### config.mk
export PLATFORM = sky130hd
export DESIGN_NAME = prio_nest_intc
export DESIGN_NICKNAME = d
export VERILOG_FILES = /design/src/rtl/prio_nest_intc_pkg.sv /design/src/rtl/intc_ctrl.sv /design/src/rtl/intc_datapath.sv /design/src/rtl/prio_nest_intc.sv
export SDC_FILE = /design/constraint.sdc
export NUM_CORES = 1
export LEC_CHECK = 0
export ABC_AREA = 1
export CAP_MARGIN = 0
export CORE_AREA = 4 4 124 126
export CTS_CLUSTER_SIZE = 14
export DETAILED_ROUTE_END_ITERATION = 8
export DIE_AREA = 0 0 128 130
export HOLD_SLACK_MARGIN = 0.05
export PLACE_DENSITY_LB_ADDON = 0.15
export SLEW_MARGIN = 40
export SYNTH_ARGS = -nofsm -noshare
export SYNTH_HDL_FRONTEND = slang
export SYNTH_SLANG_ARGS = --single-unit
export TNS_END_PERCENT = 1
### constraint.sdc
create_clock -name clk -period 10.3 [get_ports clk]
set_clock_uncertainty 0.15 [all_clocks]
set_input_delay 2.06 -clock clk [delete_from_list [all_inputs] [get_ports clk]]
set_output_delay 2.06 -clock clk [all_outputs]
set_load 0.005 [all_outputs]
### src/rtl/prio_nest_intc_pkg.sv
package prio_nest_intc_pkg;
  typedef struct packed {
    logic issue;
    logic push;
    logic pop;
    logic rtiErrSet;
  } ctrlStrobes_t;

  typedef enum logic {ST_IDLE, ST_WAIT} ctrlState_t;

  localparam int MASK_W = 3;
endpackage

### src/rtl/intc_ctrl.sv
module intc_ctrl
  import prio_nest_intc_pkg::*;
(
  input  logic         clk,
  input  logic         rst_n,
  input  logic         hasWinner,
  input  logic         stackEmpty,
  input  logic         irqAck,
  input  logic         rtiPulse,
  output ctrlStrobes_t strb,
  output logic         irqReq,
  output logic         rtiErr,
  output logic         waiting
);
  ctrlState_t state;

  always_comb begin
    strb.issue     = (state == ST_IDLE) && hasWinner;
    strb.push      = (state == ST_WAIT) && irqAck;
    strb.pop       = rtiPulse && !strb.push && !stackEmpty;
    strb.rtiErrSet = rtiPulse && !strb.push && stackEmpty;
  end

  assign waiting = (state == ST_WAIT);

  always_ff @(posedge clk or negedge rst_n) begin
    if (!rst_n) begin
      state  <= ST_IDLE;
      irqReq <= 1'b0;
      rtiErr <= 1'b0;
    end else begin
      irqReq <= strb.issue;
      if (strb.issue)      state <= ST_WAIT;
      else if (strb.push)  state <= ST_IDLE;
      if (strb.rtiErrSet)  rtiErr <= 1'b1;
    end
  end

  // request is a single-cycle pulse
  p_pulse_once_r5: assert property (@(posedge clk) disable iff (!rst_n)
    irqReq |=> !irqReq);

  // no new pulse while an acknowledge is outstanding
  p_no_reissue_r5: assert property (@(posedge clk) disable iff (!rst_n)
    (waiting && !irqAck) |=> !irqReq);

  // return error is sticky
  p_rti_sticky_r9: assert property (@(posedge clk) disable iff (!rst_n)
    rtiErr |=> rtiErr);
endmodule

### src/rtl/intc_datapath.sv
module intc_datapath
  import prio_nest_intc_pkg::*;
#(
  parameter int NUM_SRC     = 8,
  parameter int ADDR_W      = 16,
  parameter int ENTRY_BYTES = 4,
  parameter int NUM_FAST    = 2,
  parameter int STACK_DEPTH = 4,
  parameter int FAST_LEVEL  = 2,
  localparam int SRC_W      = (NUM_SRC > 1) ? $clog2(NUM_SRC) : 1,
  localparam int CFG_AW     = $clog2(NUM_SRC + 1 + 2 * NUM_FAST),
  localparam int SP_W       = $clog2(STACK_DEPTH + 1)
)(
  input  logic              clk,
  input  logic              rst_n,
  input  logic [NUM_SRC-1:0] srcReq,
  input  logic              cfgWrEn,
  input  logic [CFG_AW-1:0] cfgAddr,
  input  logic [ADDR_W-1:0] cfgData,
  input  ctrlStrobes_t      strb,
  output logic              hasWinner,
  output logic              stackEmpty,
  output logic [ADDR_W-1:0] irqVector,
  output logic [MASK_W-1:0] maskLevel,
  output logic              cfgErr
);
  localparam int BASE_ADDR     = NUM_SRC;
  localparam int SLOT_SRC_ADDR = NUM_SRC + 1;
  localparam int SLOT_VEC_ADDR = NUM_SRC + 1 + NUM_FAST;

  logic [NUM_SRC-1:0]  enReg;
  logic [1:0]          prioReg   [NUM_SRC];
  logic [ADDR_W-1:0]   tableBase;
  logic [SRC_W-1:0]    fastSrc   [NUM_FAST];
  logic [NUM_FAST-1:0] fastVld;
  logic [ADDR_W-1:0]   fastVec   [NUM_FAST];

  logic [MASK_W-1:0]   stackMem  [STACK_DEPTH];
  logic [SP_W-1:0]     sp;
  logic [MASK_W-1:0]   topVal;

  logic                found;
  logic [SRC_W-1:0]    bestIdx;
  logic [1:0]          bestPrio;
  logic [1:0]          pendLevel;
  logic [ADDR_W-1:0]   selVec;
  logic [NUM_FAST-1:0] fastOk;
  logic [NUM_FAST-1:0] slotBad;

  // configuration registers
  always_ff @(posedge clk or negedge rst_n) begin
    if (!rst_n) begin
      enReg     <= '0;
      tableBase <= '0;
      fastVld   <= '0;
      for (int i = 0; i < NUM_SRC; i++) prioReg[i] <= '0;
      for (int s = 0; s < NUM_FAST; s++) begin
        fastSrc[s] <= '0;
        fastVec[s] <= '0;
      end
    end else if (cfgWrEn) begin
      for (int i = 0; i < NUM_SRC; i++) begin
        if (cfgAddr == CFG_AW'(i)) begin
          enReg[i]   <= cfgData[0];
          prioReg[i] <= cfgData[2:1];
        end
      end
      if (cfgAddr == CFG_AW'(BASE_ADDR)) tableBase <= cfgData;
      for (int s = 0; s < NUM_FAST; s++) begin
        if (cfgAddr == CFG_AW'(SLOT_SRC_ADDR + s)) begin
          fastVld[s] <= cfgData[ADDR_W-1];
          fastSrc[s] <= cfgData[SRC_W-1:0];
        end
        if (cfgAddr == CFG_AW'(SLOT_VEC_ADDR + s)) fastVec[s] <= cfgData;
      end
    end
  end

  // fast slot validity check against the named source's priority
  generate
    for (genvar s = 0; s < NUM_FAST; s++) begin : g_slot
      logic       inRange;
      logic [1:0] slotPrio;
      always_comb begin
        inRange  = 1'b0;
        slotPrio = '0;
        for (int i = 0; i < NUM_SRC; i++) begin
          if (fastSrc[s] == SRC_W'(i)) begin
            inRange  = 1'b1;
            slotPrio = prioReg[i];
          end
        end
        fastOk[s]  = fastVld[s] && inRange && (slotPrio == 2'(FAST_LEVEL));
        slotBad[s] = fastVld[s] && !fastOk[s];
      end
    end
  endgenerate

  assign cfgErr = |slotBad;

  // arbitration: highest level first, lowest index at ties
  always_comb begin
    found    = 1'b0;
    bestIdx  = '0;
    bestPrio = '0;
    for (int i = 0; i < NUM_SRC; i++) begin
      if (srcReq[i] && enReg[i] && ({1'b0, prioReg[i]} >= maskLevel)) begin
        if (!found || (prioReg[i] > bestPrio)) begin
          found    = 1'b1;
          bestIdx  = SRC_W'(i);
          bestPrio = prioReg[i];
        end
      end
    end
  end

  assign hasWinner = found;

  always_comb begin
    selVec = tableBase + ADDR_W'(bestIdx) * ADDR_W'(ENTRY_BYTES);
    for (int s = NUM_FAST - 1; s >= 0; s--) begin
      if (fastOk[s] && (fastSrc[s] == bestIdx)) selVec = fastVec[s];
    end
  end

  always_ff @(posedge clk or negedge rst_n) begin
    if (!rst_n) begin
      irqVector <= '0;
      pendLevel <= '0;
    end else if (strb.issue) begin
      irqVector <= selVec;
      pendLevel <= bestPrio;
    end
  end

  // mask stack
  always_comb begin
    topVal = '0;
    for (int k = 0; k < STACK_DEPTH; k++) begin
      if (sp == SP_W'(k + 1)) topVal = stackMem[k];
    end
  end

  assign stackEmpty = (sp == '0);

  always_ff @(posedge clk or negedge rst_n) begin
    if (!rst_n) begin
      sp        <= '0;
      maskLevel <= '0;
      for (int k = 0; k < STACK_DEPTH; k++) stackMem[k] <= '0;
    end else if (strb.push) begin
      for (int k = 0; k < STACK_DEPTH; k++) begin
        if (sp == SP_W'(k)) stackMem[k] <= maskLevel;
      end
      sp        <= sp + 1'b1;
      maskLevel <= {1'b0, pendLevel} + 1'b1;
    end else if (strb.pop) begin
      sp        <= sp - 1'b1;
      maskLevel <= topVal;
    end
  end

  // a push always finds a free stack entry
  p_no_overflow_r12: assert property (@(posedge clk) disable iff (!rst_n)
    strb.push |-> (sp < SP_W'(STACK_DEPTH)));

  // a return always lowers the mask
  p_pop_lowers_r8: assert property (@(posedge clk) disable iff (!rst_n)
    strb.pop |=> (maskLevel < $past(maskLevel)));

  // mask never leaves its encoding range
  p_mask_range_r6: assert property (@(posedge clk) disable iff (!rst_n)
    maskLevel <= 3'd4);
endmodule

### src/rtl/prio_nest_intc.sv
module prio_nest_intc
  import prio_nest_intc_pkg::*;
#(
  parameter int NUM_SRC     = 8,
  parameter int ADDR_W      = 16,
  parameter int ENTRY_BYTES = 4,
  parameter int NUM_FAST    = 2,
  parameter int STACK_DEPTH = 4,
  localparam int CFG_AW     = $clog2(NUM_SRC + 1 + 2 * NUM_FAST)
)(
  input  logic               clk,
  input  logic               rst_n,
  input  logic [NUM_SRC-1:0] srcReq,
  input  logic               cfgWrEn,
  input  logic [CFG_AW-1:0]  cfgAddr,
  input  logic [ADDR_W-1:0]  cfgData,
  input  logic               irqAck,
  input  logic               rtiPulse,
  output logic               irqReq,
  output logic [ADDR_W-1:0]  irqVector,
  output logic [2:0]         maskLevel,
  output logic               cfgErr,
  output logic               rtiErr
);
  ctrlStrobes_t strb;
  logic hasWinner;
  logic stackEmpty;
  logic waiting;

  intc_ctrl u_ctrl (
    .clk(clk), .rst_n(rst_n), .hasWinner(hasWinner), .stackEmpty(stackEmpty),
    .irqAck(irqAck), .rtiPulse(rtiPulse), .strb(strb), .irqReq(irqReq),
    .rtiErr(rtiErr), .waiting(waiting)
  );

  intc_datapath #(
    .NUM_SRC(NUM_SRC), .ADDR_W(ADDR_W), .ENTRY_BYTES(ENTRY_BYTES),
    .NUM_FAST(NUM_FAST), .STACK_DEPTH(STACK_DEPTH)
  ) u_dp (
    .clk(clk), .rst_n(rst_n), .srcReq(srcReq), .cfgWrEn(cfgWrEn),
    .cfgAddr(cfgAddr), .cfgData(cfgData), .strb(strb), .hasWinner(hasWinner),
    .stackEmpty(stackEmpty), .irqVector(irqVector), .maskLevel(maskLevel),
    .cfgErr(cfgErr)
  );

  // vector holds while the core has not acknowledged
  p_vec_hold_r5: assert property (@(posedge clk) disable iff (!rst_n)
    (waiting && !irqAck) |=> $stable(irqVector));

  // an acknowledge always raises the mask
  p_nest_up_r7: assert property (@(posedge clk) disable iff (!rst_n)
    (waiting && irqAck) |=> (maskLevel > $past(maskLevel)));
endmodule

Word-level counts from Yosys, hierarchy flattened
Index checks and enable logic that the tools add are counted.
{ "totals": {"in_bits": 33, "reg_bits": 119, "wordCells": 247, "output_inout_bits": 22} }
{ "op_classes": {"n_lt_le_gt_ge": 15, "n_bitwise": 1, "eq_ne": 34, "addsub": 4, "n_reduce_logical": 71, "mux": 88} }
{ "ops": {"columns": ["cell", "n"], "rows": [
  ["two-way mux 3 bit", 21],
  ["two-way mux 2 bit", 31],
  ["two-way mux 1 bit", 34],
  ["AND reduction 2 bit", 17],
  ["two-way mux 16 bit", 2],
  ["logical AND 1 bit", 29],
  ["equality test 3 bit, second input constant", 9],
  ["greater-or-equal comparator 2 x 3 -> 1 bit", 8],
  ["equality test 4 bit, second input constant", 5],
  ["equality test 3 x 2 -> 1 bit, second input constant", 6],
  ["adder 16 x 5 -> 16 bit", 1],
  ["equality test 4 x 3 -> 1 bit, second input constant", 4],
  ["> comparator 2 bit", 7],
  ["zero test 1 bit", 11],
  ["equality test 3 x 1 -> 1 bit, second input constant", 3],
  ["zero test 3 bit", 3],
  ["equality test 4 x 2 -> 1 bit, second input constant", 2],
  ["logical OR 1 bit", 7],
  ["equality test 3 bit", 2],
  ["equality test 2 bit, second input constant", 2],
  ["equality test 4 x 1 -> 1 bit, second input constant", 1],
  ["zero test 4 bit", 1],
  ["nonzero test 2 bit", 2],
  ["adder 2 x 1 -> 3 bit, second input constant", 1],
  ["4 further kinds", 4]
]} }

Longest topological paths before layout
{ "logic_depth": {"word_depth": 35, "ltp_mapped": 82, "ltp_nobuf": 82} }

Cells and area by module
From an unflattened synthesis, not the netlist that was laid out.
{ "hier_totals": {"cells_unflattened": 906, "area_unflattened_um2": 7035.5} }
{ "by_module_without_submodules": {"columns": ["module", "cells_per_inst", "n_inst", "seq_area_each_um2", "area_per_inst_um2"], "rows": [
  ["intc_datapath", 891, 1, 2902.8, 6904.1],
  ["intc_ctrl", 15, 1, 75.1, 131.4]
]} }

Least setup slack after synthesis
No wires, ideal clock.
{ "synth_path": {"kind": "in2reg", "startpoint": "in srcReq[0]", "endpoint": "reg u_dp.irqVector[14]", "setup_ns": 0.065, "cell_stages": 77, "t_required_ns": 10.085, "path_buffers": 0, "arrival_time_ns": 9.844, "slack_ns": 0.241, "path_cell_list": "nand2_1 -> nor2_2 -> nand2_2 -> nor2_1 -> inv_1 -> ha_1 -> nand2_1 -> nand2_1 -> nand2_1 -> nand3_1 -> nand2_1 -> nand2_1 -> nand2_1 -> inv_1 -> ha_1 -> inv_1 -> nor2_1 -> o21ai_0 -> [41 not listed] -> nand2_4 -> nand2_2 -> inv_1 -> nand2_2 -> inv_1 -> fa_1 -> nor2_1 -> o21ai_0 -> nor2_1 -> nand2_1 -> nor3_1 -> nand3_1 -> nor2_1 -> xor2_1 -> nand2_1 -> nand3_1 -> nand2_1 -> nand2_1"} }
{ "synth_between": {"elab_chain_len": 35, "word_cells_on_any_way": 73, "classes_between": "add/sub: 1; order compare: 7; eq/ne: 2; mux: 44; reduce/logical: 19"} }
{ "synth_lines": {"columns": ["item", "line", "rtl"], "rows": [
  ["start, declared", "prio_nest_intc.sv:13", "input logic [NUM_SRC-1:0] srcReq,"],
  ["logical AND 1 bit (*) (2 in a row)", "intc_datapath.sv:107", "if (srcReq[i] && enReg[i] && ({1'b0, prioReg[i]} >= maskLevel)) begin"],
  ["parallel branches: the longest is 33 deep, another holds > comparator 2 bit", null, null],
  ["end signal, assigned", "intc_datapath.sv:131", "irqVector <= selVec;"],
  ["end, declared", "intc_datapath.sv:23", "output logic [ADDR_W-1:0] irqVector,"]
]} }
Mark *: on every way between the ends.
A chain may end at the register's enable or synchronous reset.

Final worst setup path
Ends and elaborated chain as after synthesis.

==> results_dict.tcl <==
set metrics [dict create \
    leakagePower_nw 4.62 \
    num_vias 6422 \
    crit_type "input pin to register" \
    drv_slew 0 \
    yosys_register_bits 119 \
    fp.dieH_um 130 \
    overflow 0 \
    vias_per_cell 5.19 \
    cts_tree "yes" \
    ys.flop_type "dfrtp_1" \
    numCtsBuffers 17 \
    clkTransAtPathRegs_ns 0.06 \
    power.density_nw_per_um2 266 \
    status "finished clean" \
    yosysTopAreaCellShare_pct 42.6 \
    antenna_found_initial 0 \
    switchingPower_uw 962 \
    dr.pass1.iters 5 \
    hpwl_um 12600 \
    post_drt_wl_per_cell_um 16.1 \
    place_area_um2 7940 \
    min_path_type "register to register" \
    first_iter_violations 586 \
    synth_area_um2 6990 \
    cp_max_fo 5 \
    fin_ws_ns 0.210 \
    synthesis.nets 975 \
    timing.final.crit_share_pct 98.0 \
    min_period_ns 10.09 \
    slew-limit-headroom_pct 50.1 \
    wl_um 19900 \
    holdWs_ns 0.318 \
    dieArea_um2 16600 \
    max_cap_violations 0 \
    required_ns 10.51 \
    clock_latency_ns 0.42 \
    nets 1114 \
    slowest_stage "fa_2" \
    worstSetupStartpointType "input pin" \
    final_area_um2 9190 \
    drc_errors 0 \
    critPathMaxStageDelay_ns 0.36 \
    timing.fmax_ghz 0.0991 \
    nFillCells 1205 \
    wl_met1_um 9300 \
    drive_gt1_share_pct 21.3 \
    cts_htree_levels 4 \
    core_um2 14300 \
    vdd_drop_max_v 0.000205 \
    intPower_mw 1.48 \
    syn_inst 903 \
    setup_viol 0 \
    synth_cell_type_count 43 \
    cts_root_buf "clkbuf_16" \
    seq_area_um2 2980 \
    wl_met3_um 1310 \
    clockBufferDepth 2 \
    yosys_warnings 0 \
    grt_pass1_wl_um 31100 \
    grt_pass1_vias 6047 \
    syn_to_final_growth_pct 31.6 \
    place_ws_ns -0.632 \
    yosys.area.top_type "dfrtp_1" \
    swShare_pct 39.4 \
    die_w_um 128 \
    path_common_cell "buf_4" \
    synth.most_common_cell "nand2_1" \
    grt_max_degree 65 \
    port_buffers 54 \
    synthTopCellsByArea "dfrtp_1 43%, nand2_1 14%, o21ai_0 7.8%, inv_1 7.1%, ha_1 6.8%" \
    antenna_cells 0 \
    tightest_slew_ns 0.743 \
    maxUsedRoutingLayer "met4" \
    seq_area_frac_synth_pct 42.6 \
    pin_count 55 \
    synth_edf_count 0 \
    rows 44 \
    avgSynthCellArea_um2 7.74 \
    synthArstFlopShare_pct 100 \
    place.gp.congestion 0.911 \
    yosys-top-cells-count "253 x nand2_1, 133 x inv_1, 119 x dfrtp_1" \
    comb_power_share_pct 46.1 \
    multi_input_area_um2 3650 \
    start_util_pct 48.8 \
    grtUsageTotal_pct 23.9 \
    worstSetupEndpointType "register" \
    hold_violations 0 \
    cp.arrival_ns 10.30 \
    wl_met2_um 8750 \
    ant_nets 0 \
    tns_ns 0 \
    clockPowerShare_pct 25.3 \
    seqPwrFrac_pct 28.6 \
    cts.sinks 119 \
]
logic make-up (layout without fill, tap and decap cells):
family / Yosys count / count (layout) / share of synthesized area, %
compound gates: 148 / 148 / 11.6
fa+ha+maj: 39 / 39 / 7.09
xor+xnor: 13 / 13 / 1.63
flops: 119 / 119 / 42.6
buf+inv: 160 / 311 / 9.20
simple gates: 424 / 424 / 27.8
registers in the layout (all words and copies together) (netlist names), 6 cells and up:
register	count
u_dp.fastVec	32
u_dp.irqVector	16
u_dp.fastSrc	6
u_dp.stackMem	12
u_dp.enReg	8
u_dp.tableBase	16
u_dp.prioReg	16
worst paths after layout:
kind | start | to | slack [ns] | cells past startpoint
max in group asynchronous | rst_n | u_dp.fastVec[27] | 7.36 | 2
worst max register to register | u_dp.maskLevel[1] | u_dp.irqVector[14] | 0.95 | 75
worst min-delay path | u_ctrl.rtiErr | u_ctrl.rtiErr | 0.32 | 1
worst max-delay path | srcReq[0] | u_dp.irqVector[14] | 0.21 | 73
min in group asynchronous | rst_n | u_dp.stackMem[11] | 1.46 | 1
worst min register to register | u_ctrl.rtiErr | u_ctrl.rtiErr | 0.32 | 1
layout by cell type (no fill, tap or decap), types with 9 or more instances in the layout:
master             n
clkdlybuf4s50_1   52
inv_2             14
nor2_1            23
xor2_1            10
dfrtp_1          119
nand3_2           11
nand2_2           26
nand3_1           82
o21ai_0          103
nand2_4            9
inv_1            122
clkbuf_16         17
nand2_1          241
ha_1              31
buf_4             86
a21oi_1           10
power groups by stage:
stage / Combinational, mW / Sequential [mW] / Clock (mW)
floorplan: 0.641 / 0.673 / 0
CTS: 1.01 / 0.691 / 0.625
global route: 1.26 / 0.712 / 0.650
detailed placement: 0.964 / 0.696 / 0
global placement: 0.943 / 0.695 / 0
finish: 1.13 / 0.697 / 0.618
worst max-delay path: cells and delay by family:
kind / cells / cell delay, ns
AOI/OAI and AO/OA: 3 / 0.19
xor gates and xnor gates: 1 / 0.15
adders and majority gates: 3 / 0.91
buffers and inverters: 39 / 4.63
and+or+nand+nor: 27 / 2.35
area by class of cell:
cell class	instances	area share [%]
clock buffers	17	4.63
clock inverters	14	1.99
inverters	138	5.66
multi-input cells	624	39.7
flip-flops and latches	119	32.4
well taps	184	2.50
repair buffers	142	13.2
through the flow:
stage          utilization (%)  total power [mW]  instances
5_1_grt                   64.2              2.62       1238
6_report                  64.2              2.44       1238
3_5_place_dp              55.5              1.66       1158
2_1_floorplan                -              1.31        903
3_3_place_gp              55.3              1.64       1158
4_1_cts                   61.8              2.33       1224
routing by layer:
layer | vias to the layer above | track usage [%]
met1 | 2949 | 34.0
met3 | 49 | 5.94
li1 | 3193 | -
met2 | 231 | 35.2
met5 | - | 0
met4 | 0 | 9.61
timing repair:
action / 4_1_cts / 5_1_grt
gates resized for setup: 13 / 64
cloned: 0 / 0
buffers inserted: 35 / 15
hold buffers: 0 / 0
pin swaps: 8 / 57
endpoints found under the setup margin: 7 / 16
Note: power is estimated with default switching activity, not from simulation.
